==> src/rtl/scsi_cmdrx_pkg.sv <==
// Shared types for the command-phase receiver.
// Assumes the length counter never needs more than LEN_W bits.
package scsi_cmdrx_pkg;
    localparam int LEN_W = 5;

    // Result of decoding a group code.
    typedef struct packed {
        logic             known;
        logic [LEN_W-1:0] len;
    } grp_info_t;

    // Controller phases.
    typedef enum logic [1:0] {
        ST_IDLE  = 2'd0,
        ST_FIRST = 2'd1,
        ST_REST  = 2'd2
    } rx_state_t;
endpackage

==> src/rtl/scsi_cmdrx_grp_decode.sv <==
// Maps a 3-bit group code to the total command-block length.
// Unknown groups return FALLBACK_LEN with known cleared.
// Purely combinational.
module scsi_cmdrx_grp_decode
    import scsi_cmdrx_pkg::*;
#(
    parameter int FALLBACK_LEN = 5
) (
    input  logic [2:0] grp,
    output grp_info_t  info
);
    // Length lookup for each group code.
    always_comb begin
        info.known = 1'b1;
        case (grp)
            3'd0:       info.len = LEN_W'(6);
            3'd1, 3'd2: info.len = LEN_W'(10);
            3'd5:       info.len = LEN_W'(12);
            default: begin
                info.known = 1'b0;
                info.len   = LEN_W'(FALLBACK_LEN);
            end
        endcase
    end
endmodule

==> src/rtl/scsi_cmdrx_parity.sv <==
// Parity checker for one received byte.
// ODD=1 accepts an odd number of ones over data plus parity bit;
// ODD=0 accepts an even number of ones.
module scsi_cmdrx_parity #(
    parameter int DATA_W = 8,
    parameter bit ODD    = 1'b1
) (
    input  logic [DATA_W-1:0] data,
    input  logic              par,
    output logic              ok
);
    logic ones_odd;

    // Reduction over the whole protected word.
    assign ones_odd = ^{data, par};

    generate
        if (ODD) begin : g_odd
            assign ok = ones_odd;
        end else begin : g_even
            assign ok = ~ones_odd;
        end
    endgenerate
endmodule

==> src/rtl/scsi_cmdrx_fifo.sv <==
// Show-ahead byte FIFO.
// A push while full is dropped, even if a pop happens in the same cycle,
// and raises ovf_evt for that cycle.
// Assumes DEPTH is a power of two.
module scsi_cmdrx_fifo #(
    parameter int DEPTH  = 16,
    parameter int DATA_W = 8,
    localparam int AW    = $clog2(DEPTH),
    localparam int CW    = AW + 1
) (
    input  logic              clk,
    input  logic              rst_n,
    input  logic              push,
    input  logic [DATA_W-1:0] din,
    input  logic              pop,
    output logic [DATA_W-1:0] dout,
    output logic [CW-1:0]     count,
    output logic              ovf_evt
);
    logic [DATA_W-1:0] mem [DEPTH];
    logic [AW-1:0]     wr_ptr, rd_ptr;
    logic              full, empty, do_push, do_pop;

    assign full    = (count == CW'(DEPTH));
    assign empty   = (count == '0);
    assign do_push = push && !full;
    assign do_pop  = pop && !empty;
    assign ovf_evt = push && full;
    assign dout    = mem[rd_ptr];

    // Storage write; no reset needed for the data array.
    always_ff @(posedge clk) begin
        if (do_push) mem[wr_ptr] <= din;
    end

    // Pointer and occupancy bookkeeping.
    always_ff @(posedge clk) begin
        if (!rst_n) begin
            wr_ptr <= '0;
            rd_ptr <= '0;
            count  <= '0;
        end else begin
            if (do_push) wr_ptr <= wr_ptr + 1'b1;
            if (do_pop)  rd_ptr <= rd_ptr + 1'b1;
            case ({do_push, do_pop})
                2'b10:   count <= count + 1'b1;
                2'b01:   count <= count - 1'b1;
                default: count <= count;
            endcase
        end
    end

    // A blocked push must not change the occupancy.
    p_full_hold_r8: assert property (@(posedge clk) disable iff (!rst_n)
        (push && full && !pop) |=> (count == CW'(DEPTH)));

    // Occupancy never exceeds the depth.
    p_no_overflow_r7: assert property (@(posedge clk) disable iff (!rst_n)
        count <= CW'(DEPTH));
endmodule

==> src/rtl/scsi_cmdrx_ctrl.sv <==
// Sequencer for the receive-command operation.
// Takes the decoded group info of the current byte, tracks remaining length
// and holds the sticky status and interrupt flags.
// Attention has priority over a byte offered in the same cycle; a parity
// error has priority over counting.
module scsi_cmdrx_ctrl
    import scsi_cmdrx_pkg::*;
(
    input  logic             clk,
    input  logic             rst_n,
    input  logic [7:0]       cmd_code,
    input  logic             cmd_start,
    input  logic             clr_status,
    input  logic             rx_valid,
    input  logic             par_ok,
    input  logic             atn,
    input  grp_info_t        info,
    input  logic             ovf_evt,
    output logic             push,
    output logic             busy,
    output logic [LEN_W-1:0] xfer_cnt,
    output logic             st_gcv,
    output logic             st_par_err,
    output logic             st_ovf,
    output logic             irq_svc,
    output logic             irq_done
);
    rx_state_t state;
    logic      cmd_ok, take;

    assign cmd_ok = (cmd_code == 8'h2B) || (cmd_code == 8'hAB);
    assign busy   = (state != ST_IDLE);
    assign take   = busy && !atn && rx_valid;
    assign push   = take && par_ok;

    // Phase, length counter and sticky flags.
    always_ff @(posedge clk) begin
        if (!rst_n) begin
            state      <= ST_IDLE;
            xfer_cnt   <= '0;
            st_gcv     <= 1'b0;
            st_par_err <= 1'b0;
            st_ovf     <= 1'b0;
            irq_svc    <= 1'b0;
            irq_done   <= 1'b0;
        end else begin
            if (clr_status) begin
                st_gcv     <= 1'b0;
                st_par_err <= 1'b0;
                st_ovf     <= 1'b0;
                irq_svc    <= 1'b0;
                irq_done   <= 1'b0;
            end
            case (state)
                ST_IDLE: begin
                    if (cmd_start && cmd_ok) state <= ST_FIRST;
                end
                default: begin
                    if (atn) begin
                        irq_svc <= 1'b1;
                        state   <= ST_IDLE;
                    end else if (rx_valid) begin
                        if (!par_ok) begin
                            st_par_err <= 1'b1;
                            state      <= ST_IDLE;
                        end else if (state == ST_FIRST) begin
                            xfer_cnt <= info.len - 1'b1;
                            st_gcv   <= info.known;
                            state    <= ST_REST;
                        end else begin
                            xfer_cnt <= xfer_cnt - 1'b1;
                            if (xfer_cnt == LEN_W'(1)) begin
                                irq_done <= 1'b1;
                                state    <= ST_IDLE;
                            end
                        end
                    end
                end
            endcase
            if (ovf_evt) st_ovf <= 1'b1;
        end
    end

    p_bad_code_idle_r1: assert property (@(posedge clk) disable iff (!rst_n)
        (!busy && cmd_start && !cmd_ok) |=> !busy);

    p_known_gcv_r2: assert property (@(posedge clk) disable iff (!rst_n)
        (state == ST_FIRST && take && par_ok && info.known) |=> st_gcv);

    p_unknown_len_r3: assert property (@(posedge clk) disable iff (!rst_n)
        (state == ST_FIRST && take && par_ok && !info.known)
            |=> (!st_gcv && xfer_cnt == LEN_W'(4)));

    p_end_has_cause_r4: assert property (@(posedge clk) disable iff (!rst_n)
        $fell(busy) |-> (irq_done || st_par_err || irq_svc));

    p_par_err_stop_r5: assert property (@(posedge clk) disable iff (!rst_n)
        (take && !par_ok) |=> (st_par_err && !busy));

    p_atn_stop_r6: assert property (@(posedge clk) disable iff (!rst_n)
        (busy && atn) |=> (irq_svc && !busy));

    p_idle_no_push_r10: assert property (@(posedge clk) disable iff (!rst_n)
        !busy |-> !push);
endmodule

==> src/rtl/scsi_cmd_rx.sv <==
// Top of the command-phase receiver.
// Wires the parity checker, the group decoder, the controller and the FIFO.
// The group code is taken from the top three bits of every offered byte;
// the controller uses it only on the first byte.
module scsi_cmd_rx
    import scsi_cmdrx_pkg::*;
#(
    parameter int  FIFO_DEPTH   = 16,
    parameter int  FALLBACK_LEN = 5,
    parameter bit  ODD_PARITY   = 1'b1,
    localparam int DATA_W       = 8,
    localparam int LW           = $clog2(FIFO_DEPTH) + 1
) (
    input  logic              clk,
    input  logic              rst_n,
    input  logic [7:0]        cmd_code,
    input  logic              cmd_start,
    input  logic              clr_status,
    input  logic              rx_valid,
    input  logic [DATA_W-1:0] rx_data,
    input  logic              rx_par,
    input  logic              atn,
    input  logic              fifo_pop,
    output logic [DATA_W-1:0] fifo_data,
    output logic [LW-1:0]     fifo_level,
    output logic              busy,
    output logic [LEN_W-1:0]  xfer_cnt,
    output logic              st_gcv,
    output logic              st_par_err,
    output logic              st_ovf,
    output logic              irq_svc,
    output logic              irq_done
);
    logic      par_ok, push, ovf_evt;
    grp_info_t info;

    scsi_cmdrx_parity #(.DATA_W(DATA_W), .ODD(ODD_PARITY)) u_par (
        .data(rx_data), .par(rx_par), .ok(par_ok)
    );

    scsi_cmdrx_grp_decode #(.FALLBACK_LEN(FALLBACK_LEN)) u_dec (
        .grp(rx_data[DATA_W-1 -: 3]), .info(info)
    );

    scsi_cmdrx_ctrl u_ctrl (
        .clk(clk), .rst_n(rst_n), .cmd_code(cmd_code), .cmd_start(cmd_start),
        .clr_status(clr_status), .rx_valid(rx_valid), .par_ok(par_ok),
        .atn(atn), .info(info), .ovf_evt(ovf_evt), .push(push), .busy(busy),
        .xfer_cnt(xfer_cnt), .st_gcv(st_gcv), .st_par_err(st_par_err),
        .st_ovf(st_ovf), .irq_svc(irq_svc), .irq_done(irq_done)
    );

    scsi_cmdrx_fifo #(.DEPTH(FIFO_DEPTH), .DATA_W(DATA_W)) u_fifo (
        .clk(clk), .rst_n(rst_n), .push(push), .din(rx_data), .pop(fifo_pop),
        .dout(fifo_data), .count(fifo_level), .ovf_evt(ovf_evt)
    );

    // An overflow event always leaves the sticky flag set.
    p_ovf_sticky_r8: assert property (@(posedge clk) disable iff (!rst_n)
        ovf_evt |=> st_ovf);

    // Flags set without a clear stay set.
    p_done_sticky_r9: assert property (@(posedge clk) disable iff (!rst_n)
        (irq_done && !clr_status) |=> irq_done);
endmodule

==> config.mk <==
export PLATFORM = sky130hd
export DESIGN_NAME = scsi_cmd_rx
export DESIGN_NICKNAME = d
export VERILOG_FILES = /design/src/rtl/scsi_cmdrx_pkg.sv /design/src/rtl/scsi_cmdrx_grp_decode.sv /design/src/rtl/scsi_cmdrx_parity.sv /design/src/rtl/scsi_cmdrx_fifo.sv /design/src/rtl/scsi_cmdrx_ctrl.sv /design/src/rtl/scsi_cmd_rx.sv
export SDC_FILE = /design/constraint.sdc
export NUM_CORES = 1
export LEC_CHECK = 0
export ABC_AREA = 1
export ABC_CLOCK_PERIOD_IN_PS = 4150
export BUFFER_PORTS_ARGS = -buffer_cell sky130_fd_sc_hd__buf_2
export CORE_UTILIZATION = 60
export CTS_CLUSTER_SIZE = 40
export DETAILED_ROUTE_END_ITERATION = 16
export GPL_TIMING_DRIVEN = 1
export PLACE_DENSITY = 0.79
export REMOVE_ABC_BUFFERS = 1
export SLEW_MARGIN = 20
export SYNTH_ARGS = -nofsm -noshare
export SYNTH_HDL_FRONTEND = slang
export SYNTH_SLANG_ARGS = --single-unit
==> constraint.sdc <==
create_clock -name clk -period 4.15 [get_ports clk]
set_input_delay 1.245 -clock clk [delete_from_list [all_inputs] [get_ports clk]]
set_output_delay 1.245 -clock clk [all_outputs]
set_load 0.01 [all_outputs]
**Word-level counts from Yosys, hierarchy flattened**

Memories as Yosys holds them, arrays and structs flattened. A register that Yosys moved wholly into a read port is not among the register bits.
Cells that the tools add are included.

- Mux-type cells: 38
- Shift operators: 0
- Add/subtract/negate cells: 6
- Bitwise gates (word level): 2
- Divide/modulo/power cells: 0
- Eq/ne operators: 12
- Magnitude comparators: 0
- Reduce and logical (&&, ||, !) cells: 23
- Multiply operators: 0

Operators with widths:

| kind | count |
|---|---|
| 2-to-1 mux 1 bit | 26 |
| 2-to-1 mux 2 bit | 7 |
| case mux 4 bit (3 select lines) | 1 |
| case mux 5 bit (2 select lines) | 1 |
| subtractor 5 x 1 -> 5 bit, second input constant | 2 |
| parity 9 bit | 1 |
| adder 4 x 1 -> 4 bit, second input constant | 2 |
| equality test 8 x 6 -> 1 bit, second input constant | 1 |
| equality test 8 bit, second input constant | 1 |
| 2-to-1 mux 4 bit | 2 |
| logical AND 1 bit | 7 |
| nonzero test 2 bit | 3 |
| adder 5 x 1 -> 5 bit, second input constant | 1 |
| equality test 5 x 1 -> 1 bit, second input constant | 1 |
| equality test 5 bit, second input constant | 1 |
| zero test 5 bit | 1 |
| 2-to-1 mux 5 bit | 1 |
| != test 5 bit, second input constant | 1 |
| subtractor 4 x 1 -> 5 bit, second input constant | 1 |
| equality test 2 x 1 -> 1 bit, second input constant | 2 |
| AND reduction 4 bit | 1 |
| OR reduction 4 bit | 1 |
| equality test 3 x 1 -> 1 bit, second input constant | 1 |
| equality test 3 x 2 -> 1 bit, second input constant | 1 |
| 11 further kinds | 14 |

- Bits in latches: 0
- Memories kept: 1
- Bits in registers: 25
- Output and inout bits: 24
- Input bits: 24
- RAM bits: 128
- Memory bits (read-only): 0

Memory list:

| memory | depth | bits a word | rd ports | clocked after Yosys merged registers in | write ports | line | RTL |
|---|---|---|---|---|---|---|---|
| u_fifo.mem | 16 | 8 | 1 | 1 | 1 | scsi_cmdrx_fifo.sv:20 | `logic [DATA_W-1:0] mem [DEPTH];` |

**Depth between registers and ports, before layout**

Gate-level depths: netlist (run 1).

- Depth in word-level cells: 8
- Depth in mapped cells: 24

**Modules after synthesis**

Synthesis (run 1) repeated with hierarchy kept, for this count alone.

- Cells, all modules: 648
- Area total of the unflattened synthesis: 7081.8 um2

By module, submodules not included:

| module | area an instance (um2) | instances | cells an instance |
|---|---|---|---|
| scsi_cmdrx_fifo | 6079.6 | 1 | 476 |
| scsi_cmdrx_ctrl | 780.7 | 1 | 122 |
| scsi_cmdrx_parity | 163.9 | 1 | 38 |
| scsi_cmdrx_grp_decode | 57.6 | 1 | 12 |

**Worst setup path before layout (run 1)**

OpenSTA, ideal clock, no wires.

- Path type: input-to-reg
- Start: input port rx_data[5]
- End: register u_fifo.count[4]
- Setup slack: 0.561 ns
- Setup time: 0.113 ns
- Stages: 24
- Data required time: 4.037 ns
- Data arrival time: 3.476 ns
- Cell sequence: inv_1 ha_1 inv_1 nand2_1 nand2_1 nand2_2 nand2_1 nand2_1 nand2_1 nand2_2 nand2_4 nand3_4 ha_1 xor2_1 ha_1 inv_1 nand2_1 nand2_1 o21ai_1 a21oi_1 o21ai_0 nand2_1 nand2_1 nor2_1

- Cells in the longest elaborated chain, start to end: 5
- Elaborated cells on any way between the ends: 7

RTL lines:

| element | line | RTL |
|---|---|---|
| start, declared | scsi_cmd_rx.sv:20 | `input logic [DATA_W-1:0] rx_data,` |
| parity 9 bit * | scsi_cmdrx_parity.sv:15 | `assign ones_odd = ^{data, par};` |
| logical AND 1 bit * | scsi_cmdrx_ctrl.sv:34 | `assign push = take && par_ok;` |
| logical AND 1 bit * | scsi_cmdrx_fifo.sv:26 | `assign do_push = push && !full;` |
| equality test 2 x 1 -> 1 bit / equality test 2 bit (equally long branches) | scsi_cmdrx_fifo.sv:45 | `case ({do_push, do_pop})` |
| case mux 5 bit (2 select lines) / nonzero test 2 bit (equally long branches) | -- |  |
| end signal, assigned | scsi_cmdrx_fifo.sv:46 | `2'b10: count <= count + 1'b1;` |
| end signal, assigned | scsi_cmdrx_fifo.sv:47 | `2'b01: count <= count - 1'b1;` |
| end signal, assigned | scsi_cmdrx_fifo.sv:48 | `default: count <= count;` |
| end, declared | scsi_cmdrx_fifo.sv:17 | `output logic [CW-1:0] count,` |

Mark *: on every way between the ends. The rest lies on a longest branch, timed or not.
A chain may end at the register's enable or synchronous reset.

**Worst setup path in the final report (run 1)**

- Start: input port rx_data[6]
- End: register u_fifo.count[4]

Same word-level chain as after synthesis.

==> results of run 1 <==
## worst min-delay path by stage
stage / to / depth (start not counted) / slack [ns] / startpoint
2_1_floorplan: flip-flop / 2 / 0.43 / u_fifo.rd_ptr[3]$_SDFFE_PN0N_
3_3_place_gp: u_ctrl.irq_svc$_SDFF_PN0_ / 2 / 0.45 / u_ctrl.irq_svc$_SDFF_PN0_
3_5_place_dp: u_ctrl.irq_svc$_SDFF_PN0_ / 2 / 0.46 / u_ctrl.irq_svc$_SDFF_PN0_
4_1_cts: u_ctrl.irq_svc$_SDFF_PN0_ / 2 / 0.47 / u_ctrl.irq_svc$_SDFF_PN0_
5_1_grt: u_ctrl.st_par_err$_SDFF_PN0_ / 2 / 0.49 / u_ctrl.st_par_err$_SDFF_PN0_
6_report: u_ctrl.irq_done$_SDFF_PN0_ / 2 / 0.47 / u_ctrl.irq_done$_SDFF_PN0_
## cell families (layout without fill, tap and decap cells)
kind of cell	after synthesis	count (layout)	share of synthesized area [%]
DFF	157	157	63.83
and+or+nand+nor	152	152	10.20
AOI/OAI and AO/OA	142	142	11.91
buffers and inverters	99	178	5.686
muxes	33	33	4.765
adders and majority gates	13	13	2.347
xor gates and xnor gates	10	10	1.264
## per-stage QoR
step | hold slack (ns) | area [µm²] | total power [mW] | util [%] | TNS [ns]
2_1_floorplan | 0.4336 | 6827 | 2.657 | - | 0
3_3_place_gp | 0.4509 | 7443 | 2.968 | 67.48 | 0
3_5_place_dp | 0.4575 | 7443 | 3.032 | 67.48 | -0.07266
4_1_cts | 0.4679 | 8000 | 4.494 | 72.53 | 0
5_1_grt | 0.4917 | 8000 | 4.698 | 72.53 | 0
6_report | 0.4702 | 8000 | 4.487 | 72.53 | 0
## power breakdown
part | switching [mW] | total [mW] | internal (mW) | leakage, nW
logic | 0.720 | 1.15 | 0.430 | 1.44
clock network | 0.596 | 1.47 | 0.875 | 0.266
registers | 0.103 | 1.87 | 1.76 | 1.39
## layout make-up
class                   count  area, µm²
well taps                 140      175.2
clock inverters            12      123.9
flip-flops and latches    157       4428
repair buffers             72      437.9
clock buffers              19      432.9
multi-input cells         350       2113
fillers                   763       3030
inverters                  75      289.0
## layer usage
layer / up-vias / global-route usage, %
met5: - / 0
met4: 0 / 11.81
met3: 26 / 5.631
met2: 197 / 45.28
met1: 2333 / 35.56
li1: 2271 / -
## synthesized netlist by cell type, types with 7 or more instances
library cell / count / share of area (%)
a21oi_1: 46 / 3.3
clkbuf_1: 14 / 0.76
dfxtp_1: 29 / 8.4
edfxtp_1: 128 / 55
ha_1: 13 / 2.3
inv_1: 73 / 4.0
mux2i_1: 33 / 4.8
nand2_1: 62 / 3.4
nand2_2: 7 / 0.63
nand3_1: 23 / 1.7
nor2_1: 41 / 2.2
o211ai_1: 33 / 3.6
o21ai_0: 53 / 3.8
xor2_1: 8 / 1.0
## registers in the layout, summed over array words and instances, names as in the netlist, 2 cells and up, named ones only
register / flops
u_fifo.wr_ptr: 4
u_fifo.rd_ptr: 4
u_fifo.mem: 128
u_ctrl.state: 2
u_ctrl.xfer_cnt: 5
u_fifo.count: 5
## worst register-to-register path, stage by stage, from the launching register on
cell and delay, ns:
dfxtp_1 0.36, nor4_1 0.51, nand2_1 0.17, nand3_4 0.19
ha_1 0.34, xor2_1 0.24, ha_1 0.19, inv_1 0.05
nand2_1 0.10, nand2_1 0.07, o21ai_1 0.18, a21oi_1 0.10
o21ai_0 0.13, nand2_1 0.10, nand2_1 0.07, nor2_1 0.04
==> results.py, run 1 <==
metrics = {
    "status": {
        "status": "finished, final reports clean",
    },
    "route": {
        "first_iter_violations": 439,
        "routed_via_density": 5.851,
        "first_pass_iters": 5,
        "ant_nets": 0,
        "dr_wl_met2_mm": 7.654,
        "via_count": 4827,
        "post_drt_wl_per_cell_um": 18.44,
        "top_layer": "met4",
        "drc": 0,
        "routed_wirelength_mm": 15.21,
        "wl_met3_um": 906,
        "drt-met1-wl_mm": 6.264,
    },
    "clock_network": {
        "cts_tree": "done",
        "cts_buffer_depth": 2,
        "cts_root_buf": "clkbuf_16",
        "ctsResizeCount": 0,
        "ctsHtreeMaxLevel": 4,
        "clock-sinks": 157,
        "cts_hold_buf": 0,
        "worst_skew_pair.late_latency_ns": 0.42,
        "path_clk_slew_ns": 0.06,
        "cts_buffers": 17,
        "cts_setup_buffers": 0,
    },
    "critical_path": {
        "path_common_cell": "nand2_1",
        "slowest_stage": "ha_1",
        "cp-start-kind": "input port",
        "critical_path_arrival_ns": 4.22,
        "max_stage_delay_ns": 0.33,
        "r2r_slack_ns": 1.21,
        "path_max_fanout": 9,
        "worstSetupStartpoint": "rx_data[6]",
        "r2r-end": "u_fifo.count[4]$_SDFFE_PN0P_",
        "r2r_start": "u_fifo.count[0]$_SDFFE_PN0P_",
        "cp.depth": 25,
        "end_kind": "flip-flop",
        "cp_num_buf_inv": 4,
        "cp-endpoint": "u_fifo.count[4]$_SDFFE_PN0P_",
        "path_delay_family": "simple AND/OR/NAND/NOR gates",
        "path_class": "input port to flip-flop",
        "r2r_cells": 15,
        "required_ns": 4.47,
    },
    "place": {
        "place_congestion": 0.8157,
        "place_hpwl_mm": 9.771,
        "pre_cts_ws_ns": -0.07266,
        "placed_cells": 794,
        "numPortBuffers": 46,
    },
    "sta": {
        "skew_ns": 0.007352,
        "drv_slew": 0,
        "fmax_mhz": 256.6,
        "finalHoldViolCount": 0,
        "worst_pin_slew_ns": 1.072,
        "period_minus_slack_ns": 3.897,
        "maxSlewHeadroom_pct": 28.42,
        "min_period_over_period_pct": 93.91,
        "rsz0062_at_grt": "no",
        "setup_viol": 0,
        "setup_slack_ns": 0.2528,
    },
    "floorplan": {
        "io_pins": 48,
        "die_w_um": 109.5,
        "fp.dieH_um": 109.5,
        "core_um2": 11030,
        "rows": 38,
        "dieArea_um2": 11990,
        "initial_core_util_pct": 62.84,
    },
    "power_and_ir_drop": {
        "power_density_nw_per_um2": 560.9,
        "p_leak_nw": 3.095,
        "ir_worst_vdd_v": 0.0004097,
    },
    "layout": {
        "num_antenna_cells": 0,
        "fin_nets": 710,
        "fin_cells": 825,
        "layout.cells.most_common": "edfxtp_1",
        "syn2layout_area_growth_pct": 15.42,
        "final_layout_size_suffix_gt1_share_pct": 18.10,
        "layout_common_cells": "edfxtp_1, inv_1, nand2_1",
    },
    "yosys": {
        "synth_async_sr_flop_share_pct": 0,
        "syn_area_per_cell_um2": 11.44,
        "ys_warn_count": 0,
        "ys_seq_area_share_pct": 63.83,
        "ys_ff_latch": 157,
        "synth_edf_count": 128,
        "ys.flop_type": "edfxtp_1",
        "synth_area_um2": 6932,
        "synthCells": 606,
        "ys_types": 35,
    },
    "global_routing": {
        "grt_start_max_net_pins": 42,
        "grt_pass1_vias": 4663,
        "grt_pass1_wl_mm": 23.81,
        "track_usage_pct": 27.51,
        "gr-total-overflow": 0,
        "antenna_found_initial": 0,
    },
    "worst_hold_path": {
        "min_path_type": "flip-flop to flip-flop",
    },
    "flow_run": {
        "drv_cap": 0,
    },
}
(Power assumes the default switching activity.)
==> run 2: changes to the inputs <==
Settings changed: ABC_AREA 1 to 0.
==> results.py, run 2 <==
metrics = {
    "floorplan": {
        "initial_core_util_pct": 62.72,
        "rows": 37,
        "die_w_um": 106.8,
        "io_pins": 48,
        "core_um2": 10510,
        "dieArea_um2": 11410,
        "fp.dieH_um": 106.8,
    },
    "global_routing": {
        "antenna_found_initial": 0,
        "gr-total-overflow": 0,
        "grt_start_max_net_pins": 33,
        "grt_pass1_wl_mm": 21.53,
        "grt_pass1_vias": 3855,
        "track_usage_pct": 26.52,
    },
    "clock_network": {
        "cts_buffer_depth": 2,
        "cts_buffers": 17,
        "ctsHtreeMaxLevel": 4,
        "cts_tree": "done",
        "worst_skew_pair.late_latency_ns": 0.53,
        "cts_setup_buffers": 0,
        "ctsResizeCount": 0,
        "path_clk_slew_ns": 0.07,
        "cts_hold_buf": 0,
        "cts_root_buf": "clkbuf_8",
        "clock-sinks": 157,
    },
    "power_and_ir_drop": {
        "power_density_nw_per_um2": 430.9,
        "p_seq_share_pct": 52.2,
        "ir_worst_vdd_v": 0.0003065,
        "power_frac_clock_pct": 44.5,
        "p_sw_share_pct": 22.41,
        "p_leak_nw": 2.627,
        "internal_power_mw": 2.527,
        "comb_power_share_pct": 3.4,
        "power_mw": 3.257,
        "p_switching_mw": 0.7300,
    },
    "layout": {
        "layout.cells.most_common": "edfxtp_1",
        "final_cell_area_um2": 7559,
        "post-route-util_pct": 71.93,
        "final_layout_size_suffix_gt1_share_pct": 29.07,
        "multiInputGateArea_um2": 2046,
        "layout_common_cells": "edfxtp_1, buf_2, mux4_2",
        "fin_nets": 485,
        "top_register": "u_fifo.mem",
        "nFillCells": 620,
        "largestRegisters": "u_fifo.mem: 128 flops, u_ctrl.xfer_cnt: 5 flops, u_fifo.count: 5 flops",
        "largest_reg_flops": 128,
        "num_antenna_cells": 0,
        "ff_latch_area_um2": 4425,
        "syn2layout_area_growth_pct": 14.67,
    },
    "yosys": {
        "yosysTopAreaCellShare_pct": 58.31,
        "ys_ff_latch": 157,
        "synth.most_common_cell": "edfxtp_1",
        "synthTopCellsByCount": "edfxtp_1, mux4_2, dfxtp_1",
        "ys.flop_type": "edfxtp_1",
        "ys_warn_count": 0,
        "synth_area_um2": 6591,
        "synth_edf_count": 128,
        "synth_top_area_cell": "edfxtp_1",
        "ys_top_cells_by_area": "edfxtp_1, mux4_2, dfxtp_1, ha_1, and3_1",
        "ys_seq_area_share_pct": 67.12,
        "syn_area_per_cell_um2": 16.77,
        "synthCells": 393,
        "synth_async_sr_flop_share_pct": 0,
        "ys_types": 53,
    },
    "critical_path": {
        "path_common_cell": "mux4_2",
        "cp_cell_sequence": "buf_12 -> mux4_2 -> mux4_2 -> buf_2",
        "slowest_stage": "mux4_2",
        "end_kind": "output port",
        "critical_path_arrival_ns": 2.39,
        "cp_num_buf_inv": 2,
        "max_stage_delay_ns": 0.57,
        "required_ns": 2.90,
        "path_delay_family": "multiplexers",
        "path_class": "flip-flop to output port",
        "cp-start-kind": "flip-flop",
        "path_max_fanout": 32,
    },
    "route": {
        "routed_wirelength_mm": 13.83,
        "first_pass_iters": 5,
        "ant_nets": 0,
        "post_drt_wl_per_cell_um": 23.17,
        "drc": 0,
        "routed_via_density": 6.353,
        "first_iter_violations": 284,
        "via_count": 3793,
    },
    "sta": {
        "rsz0062_at_grt": "no",
        "finalHoldViolCount": 0,
        "fmax_mhz": 274.9,
        "worst_pin_slew_ns": 0.6559,
        "min_period_over_period_pct": 87.65,
        "skew_ns": 0.01023,
        "setup_viol": 0,
        "setup_tns_ns": 0,
        "drv_slew": 0,
        "period_minus_slack_ns": 3.638,
        "maxSlewHeadroom_pct": 56.21,
        "setup_slack_ns": 0.5124,
    },
    "place": {
        "dpl-instance-area_um2": 7000,
        "place_hpwl_mm": 8.626,
        "numPortBuffers": 46,
        "place_congestion": 0.7928,
        "pre_cts_ws_ns": 0.1156,
    },
    "flow_run": {
        "drv_cap": 0,
    },
    "status": {
        "status": "finished, final reports clean",
    },
    "worst_hold_path": {
        "min_path_type": "flip-flop to flip-flop",
    },
}
[run 2: cell types whose count changed in the layout (fill, tap and decap cells not counted), moves of 8 or more]
cell	delta
mux2i_1	-27
nand3_1	-19
o211ai_1	-31
nor2_1	-23
inv_1	-62
a21oi_1	-38
nand2_1	-50
o21ai_0	-43
inv_6	+8
mux4_2	+40
buf_4	-16
and3_1	+12
[run 2: worst paths after layout]
path / startpoint / to / slack, ns / cells after the start
setup / recovery: flip-flop / fifo_data[6] / 0.51 / 4
hold / removal: u_ctrl.st_ovf$_SDFFE_PN0P_ / u_ctrl.st_ovf$_SDFFE_PN0P_ / 0.50 / 2
setup reg to reg: u_fifo.count[1]$_SDFFE_PN0P_ / u_fifo.count[4]$_SDFFE_PN0P_ / 1.39 / 13
hold reg to reg: u_ctrl.st_ovf$_SDFFE_PN0P_ / u_ctrl.st_ovf$_SDFFE_PN0P_ / 0.50 / 2
[run 2: logic make-up after synthesis]
| group | after synthesis | synth area share [%] |
|---|---|---|
| AOI/OAI and AO/OA | 44 | 4.480 |
| DFF | 157 | 67.12 |
| muxes | 46 | 14.58 |
| and+or+nand+nor | 88 | 7.441 |
| adders and majority gates | 13 | 2.468 |
| xor gates and xnor gates | 14 | 1.974 |
| buffers and inverters | 31 | 1.936 |
[run 2: final cells by class]
type,instances,area share [%]
tap,136,2.251
inverter,11,0.5463
multi-input combinational,205,27.07
clock buffer,19,5.843
clock inverter,13,1.539
timing repair buffer,56,4.205
sequential,157,58.55
[run 2: power by group through the flow]
stage | sequential (mW) | clock [mW] | combinational (mW)
floorplan | 1.73 | 0 | 0.0482
global placement | 1.73 | 0 | 0.101
detailed placement | 1.73 | 0 | 0.106
CTS | 1.70 | 1.46 | 0.107
global route | 1.70 | 1.52 | 0.118
finish | 1.70 | 1.45 | 0.110
[run 2: worst min-delay path, stage by stage (launching register included)]
cell and delay, ns:
dfxtp_1 0.32, nand3b_1 0.08, o31ai_1 0.06
[run 2: through the flow]
stage	instances	hold WS [ns]
2_1_floorplan	373	0.4715
3_3_place_gp	565	0.4763
3_5_place_dp	565	0.4810
4_1_cts	597	0.4943
5_1_grt	597	0.5187
6_report	597	0.4972
[run 2: layer usage]
| layer | wire length (µm) | part of all wire [%] | track usage [%] |
|---|---|---|---|
| met1 | 5383 | 39 | 33.84 |
| met2 | 7161 | 52 | 45.12 |
| met3 | 900 | 6.5 | 5.410 |
| met4 | 389 | 2.8 | 9.980 |
| met5 | 0 | 0 | 0 |
